File: src/rtl/pw_line_rx.sv
`timescale 1ns/1ps
module pw_line_rx #(
  parameter int NBITS      = 32,
  parameter int SAMPLE_OFS = 5,
  parameter int TIMEOUT    = 64
) (
  input  logic             clk,
  input  logic             rst_n,
  input  logic             line_in,
  input  logic             arm,
  output logic [NBITS-1:0] data_out,
  output logic             valid,
  output logic             timeout_err
);
  localparam int BW = $clog2(NBITS + 1);
  localparam int OW = $clog2(SAMPLE_OFS + 1);
  localparam int TW = $clog2(TIMEOUT);
  localparam logic [1:0] S_IDLE = 2'd0, S_WAIT = 2'd1, S_SAMP = 2'd2;

  logic             s1, s2, s3;
  logic [1:0]       st;
  logic [BW-1:0]    nbit;
  logic [OW-1:0]    ofs;
  logic [TW-1:0]    tmr;
  logic [NBITS-1:0] shreg;

  wire fall   = s3 & ~s2;
  wire last   = (nbit == BW'(NBITS));
  wire expire = (tmr == TW'(TIMEOUT - 1));
  wire at_pt  = (ofs == OW'(SAMPLE_OFS));

  always_ff @(posedge clk) begin
    if (!rst_n) begin
      s1 <= 1'b1;
      s2 <= 1'b1;
      s3 <= 1'b1;
    end else begin
      s1 <= line_in;
      s2 <= s1;
      s3 <= s2;
    end
  end

  always_ff @(posedge clk) begin
    if (!rst_n) begin
      st          <= S_IDLE;
      nbit        <= '0;
      ofs         <= '0;
      tmr         <= '0;
      shreg       <= '0;
      data_out    <= '0;
      valid       <= 1'b0;
      timeout_err <= 1'b0;
    end else begin
      valid <= 1'b0;
      case (st)
        S_IDLE: if (arm) begin
          st          <= S_WAIT;
          nbit        <= '0;
          tmr         <= '0;
          timeout_err <= 1'b0;
        end
        S_WAIT: begin
          if (fall) begin
            if (last) begin
              valid    <= 1'b1;
              data_out <= shreg;
              st       <= S_IDLE;
            end else begin
              ofs <= OW'(1);
              st  <= S_SAMP;
            end
          end else if (expire) begin
            timeout_err <= 1'b1;
            st          <= S_IDLE;
          end else begin
            tmr <= tmr + 1'b1;
          end
        end
        S_SAMP: begin
          if (at_pt) begin
            shreg <= {shreg[NBITS-2:0], s2};
            nbit  <= nbit + 1'b1;
            tmr   <= '0;
            st    <= S_WAIT;
          end else begin
            ofs <= ofs + 1'b1;
          end
        end
        default: st <= S_IDLE;
      endcase
    end
  end
endmodule

File: config.mk
export PLATFORM = sky130hd
export DESIGN_NAME = pw_line_rx
export DESIGN_NICKNAME = d
export VERILOG_FILES = /design/src/rtl/pw_line_rx.sv
export SDC_FILE = /design/constraint.sdc
export NUM_CORES = 1
export LEC_CHECK = 0
export ABC_AREA = 1
export BUFFER_PORTS_ARGS = -buffer_cell sky130_fd_sc_hd__buf_2
export CORE_MARGIN = 3
export CORE_UTILIZATION = 54
export CTS_CLUSTER_SIZE = 20
export DETAILED_ROUTE_END_ITERATION = 16
export PLACE_DENSITY_LB_ADDON = 0.2
export REMOVE_ABC_BUFFERS = 1
export SLEW_MARGIN = 20
export SYNTH_ARGS = -nofsm -noshare
export SYNTH_HDL_FRONTEND = slang
export SYNTH_SLANG_ARGS = --single-unit
File: constraint.sdc
create_clock -name clk -period 2.3 [get_ports clk]
set_input_delay 0.115 -clock clk [delete_from_list [all_inputs] [get_ports clk]]
set_output_delay 0.115 -clock clk [all_outputs]
set_load 0.03 [all_outputs]
==> results of run 1 <==
[worst reg2reg max path, delay by kind of cell, from the launching register on]
kind                       cells  cell delay (ns)
and+or+nand+nor                5             0.73
adders and majority gates      1             0.17
AOI/OAI and AO/OA              1             0.05
DFF                            1             0.35
buffers and inverters          3             0.27
[where the power goes]
group	internal (mW)	total [mW]	leakage [nW]	switching, mW
clock network	0.534	1.04	0.0976	0.502
registers	1.49	1.50	0.693	0.00795
logic	0.0272	0.0893	0.923	0.0621
[layout make-up]
| cell class | count | area (µm²) | area share [%] |
|---|---|---|---|
| flip-flops and latches | 86 | 1720 | 45.8 |
| repair buffers | 44 | 240 | 6.39 |
| multi-input cells | 306 | 1420 | 37.8 |
| inverters | 23 | 91.3 | 2.43 |
| well taps | 75 | 93.8 | 2.49 |
| clock inverters | 3 | 43.8 | 1.16 |
| clock buffers | 13 | 149 | 3.96 |
[per-stage QoR]
stage / total power [mW] / setup WS [ns] / std cells / area [µm²] / hold WS, ns
final: 2.63 / 0.600 / 550 / 3760 / 0.0913
after global routing: 2.73 / 0.377 / 550 / 3760 / 0.107
after CTS: 2.67 / 0.593 / 550 / 3760 / 0.0695
after detailed placement: 1.63 / 0.597 / 533 / 3560 / 0.308
after global placement: 1.62 / 0.664 / 533 / 3560 / 0.306
after floorplan: 1.59 / 0.311 / 415 / 3240 / 0.184
[layer usage]
layer | vias to the layer above | part of all wire [%] | wire length, µm
met4 | 0 | 1.4 | 87
met1 | 1243 | 48 | 3060
li1 | 1457 | - | -
met5 | - | 0 | 0
met2 | 41 | 47 | 2990
met3 | 7 | 3.6 | 229
[synthesized netlist by cell type]
master	number	area, µm²
a21oi_1	17	85.1
buf_2	3	15.0
buf_6	6	67.6
clkbuf_1	11	41.3
clkinv_1	1	3.75
dfxtp_1	86	1720
ha_1	5	62.6
inv_1	19	71.3
inv_2	2	7.51
inv_6	1	8.76
nand2_1	44	165
nand2_2	1	6.26
nand2_4	1	11.3
nand3_1	14	70.1
nand4_1	4	25.0
nor2_1	130	488
nor2_2	12	75.1
nor2_4	2	22.5
nor2_8	1	20.0
nor3_1	2	10.0
nor3b_1	1	7.51
o21ai_0	54	270
o21ai_1	12	60.1
o21bai_1	1	7.51
or2_2	3	18.8
xnor2_1	1	8.76
xor2_1	1	8.76
[repair_timing]
item                                   in CTS  in global routing
endpoints found under the hold margin       1                  0
buffers inserted                            0                  0
hold buffers                                1                  0
[placed cells by master (no fill, tap or decap)]
cell / count
nor3_1: 2
nor3b_1: 1
ha_1: 5
clkbuf_8: 10
nand2_2: 1
clkinv_1: 1
dlygate4sd3_1: 1
nor2_8: 1
buf_4: 6
clkbuf_1: 3
inv_1: 19
xnor2_1: 1
nor2_4: 2
or2_2: 3
a21oi_1: 17
buf_2: 37
bufinv_16: 1
o21ai_0: 54
clkinv_4: 1
nand2_1: 44
nor2_1: 130
nand2_4: 1
o21ai_1: 12
dfxtp_1: 86
inv_2: 2
o21bai_1: 1
inv_6: 1
xor2_1: 1
nand3_1: 14
nor2_2: 12
nand4_1: 4
clkinv_2: 1
[how the worst max path moves through the flow]
stage,slack (ns),cells after the start,endpoint,startpoint
after global routing,0.38,10,tmr[2],ofs[1]
after CTS,0.59,10,tmr[4],ofs[1]
after global placement,0.66,10,tmr[4],ofs[1]
after floorplan,0.31,8,shreg[0],ofs[1]
final,0.60,10,tmr[4],ofs[1]
after detailed placement,0.60,10,tmr[4],ofs[1]
[sequential cells by signal, indices dropped and copies added, names as in the netlist, 2 cells and up]
signal,cells
data_out,32
ofs,3
shreg,32
nbit,6
st,2
tmr,6
[cells by family after synthesis]
family	count (synthesis)	synth area share [%]
AO/OA/AOI/OAI	84	12.6
flip-flops	86	51.2
adder cells (fa/ha/maj)	5	1.86
buffers and inverters	43	6.41
XOR/XNOR	2	0.522
AND/OR/NAND/NOR	215	27.4
==> run summary, run 1 <==
The maximum clock path buffer count came out at 2. Setup repair after global routing left no endpoint under its margin. The netlist area before placement came out at around 3400 µm². For hold timing, the worst endpoint is nbit[3]. The met1 capacity usage during global routing is 22.5%. The delay contributed by the slowest stage of the critical path came out at around 0.35 ns.

For this design the static power due to leakage is 1.71 nW. The number of global-route vias before repair came out at 2622. Compared with the post-synthesis result, the final layout area differs by 12.0%. The final wirelength came out at 6.37 mm. Broken down by cell family, the worst path's largest delay share belongs to simple AND/OR/NAND/NOR gates.

The capturing point of the worst reg2reg path is tmr[4]. For this run, the share of the core covered by cells in the final layout is between 60% and 70%. The effective utilization at floorplan is a little under three fifths. The die is approximately 85 µm tall. The detail route stage leaves a number of antenna-violating nets equal to 0. The number of antenna diodes in the final layout is 0.

The largest individual stage delay along the critical path comes from the cell dfxtp_1. Global routing consumed, on the met2 layer, 32.7% of the routing resources. CTS placed an instance of clkbuf_8 at the clock tree root. Synthesis produced a netlist whose cell count is 435. The number of synthesized register bits came out at 86. Pin placement for this block handled 38 I/O pins.

After detailed routing, the average wire length per cell comes to about 12 µm. The share of the clock period used by the worst path after layout is about three quarters. The sequential share of the synthesized area is between 50% and 60%.

The hold violation count in the final report came to 0. The number of cells upsized or downsized after cts came out at 0. The count of synthesis-stage warnings from yosys came out at 0. In this design, the critical path's most frequently occurring cell is nand2_1. The maximum vdd ir drop is 0.000680 V. Detailed placement ended at an HPWL of roughly 4.2 mm. In this run the critical register-to-register path is launched from ofs[1]. The floorplan has 28 rows. The clock-pin slew on the worst setup and hold paths is 0.08 ns. The total negative slack came out at 0 ns.

A synthesized cell averages between 7 and 8 µm². In this run the most used layer during global routing was met2. Data on the critical path is required at its endpoint by between 2 and 3 ns.

The average via count per standard cell came out at 5.00. The worst hold path begins at arm. The highest attainable clock frequency came out at roughly 600 MHz.

The share of layout cells above drive strength 1 came out at 16.6%. The remaining global-route overflow came out at 0. Across all register-to-register paths, the minimum setup slack is 0.60 ns.

The number of buffers and inverters on the critical path came out at 3. The worst setup path is launched from a flip-flop. The final weighted congestion of routability-driven global placement came out at 0.875. The post-synthesis cell type count is 27.

The worst register-to-register path has a depth of 10. In this run the tool buffered the top-level ports with 37 buffer cells. TritonCTS built the clock tree. In this run the number of H-tree levels came out at 3. The maximum fanout count along the critical path came out at 17.

In this run the worst hold path is classified as input port to flip-flop. The count of fill cells added during filler insertion is 569. The time the worst path needs with I/O delays and setup came out at 1.70 ns.

The clock insertion delay at the later pin of the skew report is between 0.3 and 0.4 ns. The number of antenna violations at the first check in global routing is 0. The number of buffers added by the clock tree synthesis step is 9. The placeable core region is between 5000 and 6000 µm².

The flow ran to the end, and the final reports show no timing, DRC or antenna violations. The type of the setup path with the least slack is flip-flop to flip-flop. The maximum number of pins on one net before global-route repair came out at 34. The net total in the final layout came out at 479.

The max-slew violation total from the final report is 0. The number of stages on the worst hold path is 4. For this run, global-route usage on met3 was measured as ~4.8%. Power spread over the standard cell area amounts to about 700 nW/µm².

The width of the die is ~85 µm. The violation count after the first detailed-routing iteration came out at 134. The detailed-route via count came out at ~2700. The clock skew came out at 0.00761 ns. The post-detailed-route DRC marker count came out at 0. The number of optimization iterations in the first detailed-route pass is 6. The transition time at the pin with the least slew margin is between 0.4 and 0.5 ns. The global routing usage summed across all routing layers came out at 19.0%. CTS saw 86 sinks.

STA classifies the critical path endpoint as a flip-flop. The worst path arrival time came out at 1.91 ns. The signal on the critical path passes through inv_1 -> ha_1 -> nand2_1 -> inv_1 -> nand2_2 -> nand2_1 -> inv_2 -> nand2_1 -> nand2_1 -> a21oi_1.

The global-route wire length before repair came out at ~11 mm. The number of failing setup endpoints in the final timing report came out at 0. The number of max-cap violations came out at 0. The floorplan die area came out at roughly 7000 µm².

The relative slew slack came out at 67.9%.
Power figures use the tool's default switching activity.
==> run 2: changes to the inputs <==
Settings changed: ABC_AREA 1 to 0.
Clock period 2.3 ns to 1.65 ns, I/O delays scaled along.
==> run 2 against run 1 <==
  * Global-route usage decreased by 1.0 points
  * Synthesized cell count decreased by 19%
  * Wire length decreased by 0.22%
  * Power increased by 40%
  * Sequential power increased by 39%
  * Combinational power increased by 37%
  * Clock skew increased by 0.0032 ns
  * Worst hold slack got worse by 0.031 ns
  * Worst setup slack got worse by 0.51 ns
==> run summary, run 2 <==
The flow ran to the end, and the final reports show no timing, DRC or antenna violations. The worst setup path is launched from a flip-flop. The hold violation count in the final report came to 0. After synthesis, the most frequently instantiated cells are dfxtp_1, nand2_1, nor2_1, a21oi_1, mux2i_1. The number of antenna violations at the first check in global routing came out at 0. The kind of path behind the tightest hold check is input port to flip-flop. The floorplan die area came out at about 7000 µm².

The count of antenna diodes in the layout came out at 0. The HPWL reported at the end of detailed placement came out at 4.02 mm. The clock-pin slew on the worst setup and hold paths is ~0.08 ns.

The H-tree was split into 3 levels. The met1 routed wirelength after detailed routing is between 3 and 4 mm. For the pin with the worst max-slew slack, the measured transition is between 0.4 and 0.5 ns. The largest registers in the layout are data_out (32), shreg (32). The launching point of the worst reg2reg path is nbit[0].

At the end of routability-driven placement, the weighted congestion stood at approximately 0.81. After synthesis, the share of flip-flops with an asynchronous set or reset is 0%. The share of the clock period used by the worst path after layout came out at between 90% and 100%. Yosys mapped a number of flops with a built-in enable equal to 0.

Setup total negative slack on the finished layout was measured at 0 ns. The number of synthesized register bits came out at 86. The number of global-route vias before repair is roughly 2400.

The final layout contains routed wiring with a total length of between 6 and 7 mm. The worst path arrival time came out at around 1.8 ns. Yosys printed 0 warnings. The share of Yosys cell area claimed by the top area cell type came out at between 50% and 60%. For this run, the post-layout net count is a little over 400. The required time reported for the critical path endpoint is about 1.9 ns. The clock skew is 0.0108 ns. The placeable core region is approximately 5700 µm². The netlist uses 42 different library cells.

Summing all multi-input logic gate instances after layout gives approximately 1500 µm². Setup repair after global routing could not meet its margin everywhere. The global-route wire length before repair came out at about 10 mm.

The number of stages on the worst hold path is 2. The area growth from synthesis to layout came out at 20.8%. Summing every instance area after synthesis gives about 3300 µm². Fill cells in the final layout number ~440. The gate count of the mapped netlist came out at roughly 350.

The maximum clock path buffer count is 2. In the routed design, unresolved DRC markers number 0. The detailed-routed wire length on met2 came out at roughly 2.9 mm.

The relative slew slack came out at about 72%. The master cell of the clock root buffer is clkbuf_8. Ranked by total cell area, the synthesized netlist is headed by dfxtp_1, mux2i_1, nand2_1.

The power density over the cells is about 940 nW/µm². TritonCTS built the clock tree. The maximum fanout count along the critical path is 9. The total I/O pin count came out at 38. The global routing usage summed across all routing layers is a little under a fifth. The worst setup path is captured at a flip-flop. For this design, the sink count on the clock tree is 86.

The time the worst path needs with I/O delays and setup came out at between 1.5 and 2 ns. Averaged over all synthesized cells, the footprint is 9.22 µm². The number of max-cap violations came out at 0. The library cells used most frequently in the layout, excluding fill and tap cells, are dfxtp_1, nand2_1, nor2_1. The sequential cells in the finished layout cover a total of between 1500 and 2000 µm².

The effective utilization at floorplan came out at between 50% and 60%. The max-slew violation total from the final report is 0. After floorplanning, the core was divided into 27 placement rows.

The met3 wirelength from detailed routing came out at 221 µm. The detailed-route via count is about 2500. The highest layer touched by signal routing is met4. The maximum vdd ir drop is between 0.0006 and 0.0007 V. Leaving out fill and tap cells, the most frequent cell in the layout is dfxtp_1.

dfxtp_1 takes more of the synthesized area than any other cell. The number of optimization iterations in the first detailed-route pass is 4. The number of failing setup endpoints in the final timing report is 0.

The end-of-flow core utilization came out at between 60% and 70%. The most frequent cell after synthesis is dfxtp_1. In this run the worst setup path begins at nbit[0]. Dividing the detail-routed via count by the number of cells gives around 5.2. From bottom edge to top edge, the die measures between 80 and 90 µm. The share of layout cells above drive strength 1 is 21.0%.

The maximum number of pins on one net before global-route repair is 28. The most used flip-flop cell after synthesis is dfxtp_1. In this run the remaining antenna-violating nets after routing total 0. The number of buffers added by the clock tree synthesis step is 9.

For the worst-skew pair, the clock arrives at the later sink with an insertion delay of about 0.35 ns. Timing would allow up to 639 MHz. The sequential share of the synthesized area came out at 52.9%.

The setup path with the least slack is of type flip-flop to flip-flop. The remaining global-route overflow is 0. In this run the most critical hold path is launched from rst_n. The logic depth of the worst register-to-register path came out at 8. The number of port buffers is 37. The routed length per placed instance came out at between 10 and 15 µm. The violation count after the first detailed-routing iteration is 76. The width of the die came out at 83.6 µm. The leakage power came out at between 1.5 and 2 nW.
==> run 2: changes by cell type in the layout (fill, tap and decap cells not counted), moves of 4 or more <==
cell,change
nor2_1,-88
o21ai_0,-50
mux2i_1,+31
nand2_1,+28
a21oi_1,+20
inv_1,-17
nor2_2,-12
o21ai_1,-12
nand3_1,-11
buf_4,+7
nand2b_1,+7
buf_12,+4
==> run 2: stage by stage <==
| stage | worst slack [ns] | total power [mW] | instance area (µm²) | hold slack [ns] | std cells |
|---|---|---|---|---|---|
| 2_1_floorplan | -0.334 | 2.21 | 3160 | 0.156 | 335 |
| 3_3_place_gp | 0.0950 | 2.26 | 3570 | 0.266 | 457 |
| 3_5_place_dp | 0.0914 | 2.26 | 3570 | 0.269 | 457 |
| 4_1_cts | 0.0290 | 3.71 | 3780 | 0.0408 | 474 |
| 5_1_grt | -0.0325 | 3.81 | 3930 | 0.0627 | 481 |
| 6_report | 0.0858 | 3.68 | 3930 | 0.0601 | 481 |
==> run 2: layer usage <==
layer	vias up	GRT usage, %
met5	-	0
met4	0	9.80
met3	10	3.75
met2	38	29.8
met1	1185	21.9
li1	1288	-
==> run 2: critical path, stage by stage (launching register included) <==
cell       delay, ns
dfxtp_2         0.34
inv_2           0.07
ha_4            0.11
nor4b_4         0.26
nand4_4         0.13
buf_12          0.18
clkbuf_16       0.17
mux2i_1         0.14
nor2_1          0.05
==> run 2: worst paths after layout <==
check | end | slack (ns)
hold / removal | s2 | 0.06
setup / recovery | data_out[22] | 0.09
hold reg to reg | s2 | 0.41
setup reg to reg | data_out[22] | 0.09
==> run 2: power breakdown <==
part	internal [mW]	switching [mW]	leakage [nW]	total (mW)
logic	0.0433	0.0783	0.982	0.122
clock network	0.741	0.725	0.0955	1.47
registers	2.08	0.00912	0.694	2.09
total	2.87	0.813	1.77	3.68
==> run 2: final cells by class <==
class | instances | area share (%)
flip-flops and latches | 86 | 43.8
multi-input cells | 244 | 36.9
repair buffers | 58 | 11.4
clock buffers | 11 | 3.59
well taps | 72 | 2.29
clock inverters | 5 | 1.49
inverters | 5 | 0.477
==> run 2: cell families (layout without fill, tap and decap cells) <==
group / Yosys count / after routing / share of synthesized area, %
XOR/XNOR: 5 / 5 / 1.35
AO/OA/AOI/OAI: 56 / 56 / 9.99
flip-flops: 86 / 86 / 52.9
AND/OR/NAND/NOR: 146 / 146 / 20.5
multiplexers: 32 / 32 / 9.84
adder cells (fa/ha/maj): 5 / 5 / 1.92
buffers and inverters: 23 / 79 / 3.50
==> run 2: what timing repair did <==
item | 4_1_cts | 5_1_grt
hold buffers | 1 | 0
buffers inserted | 0 | 4
gates resized for setup | 0 | 10
endpoints found under the hold margin | 1 | 0
endpoints found under the setup margin | 0 | 60
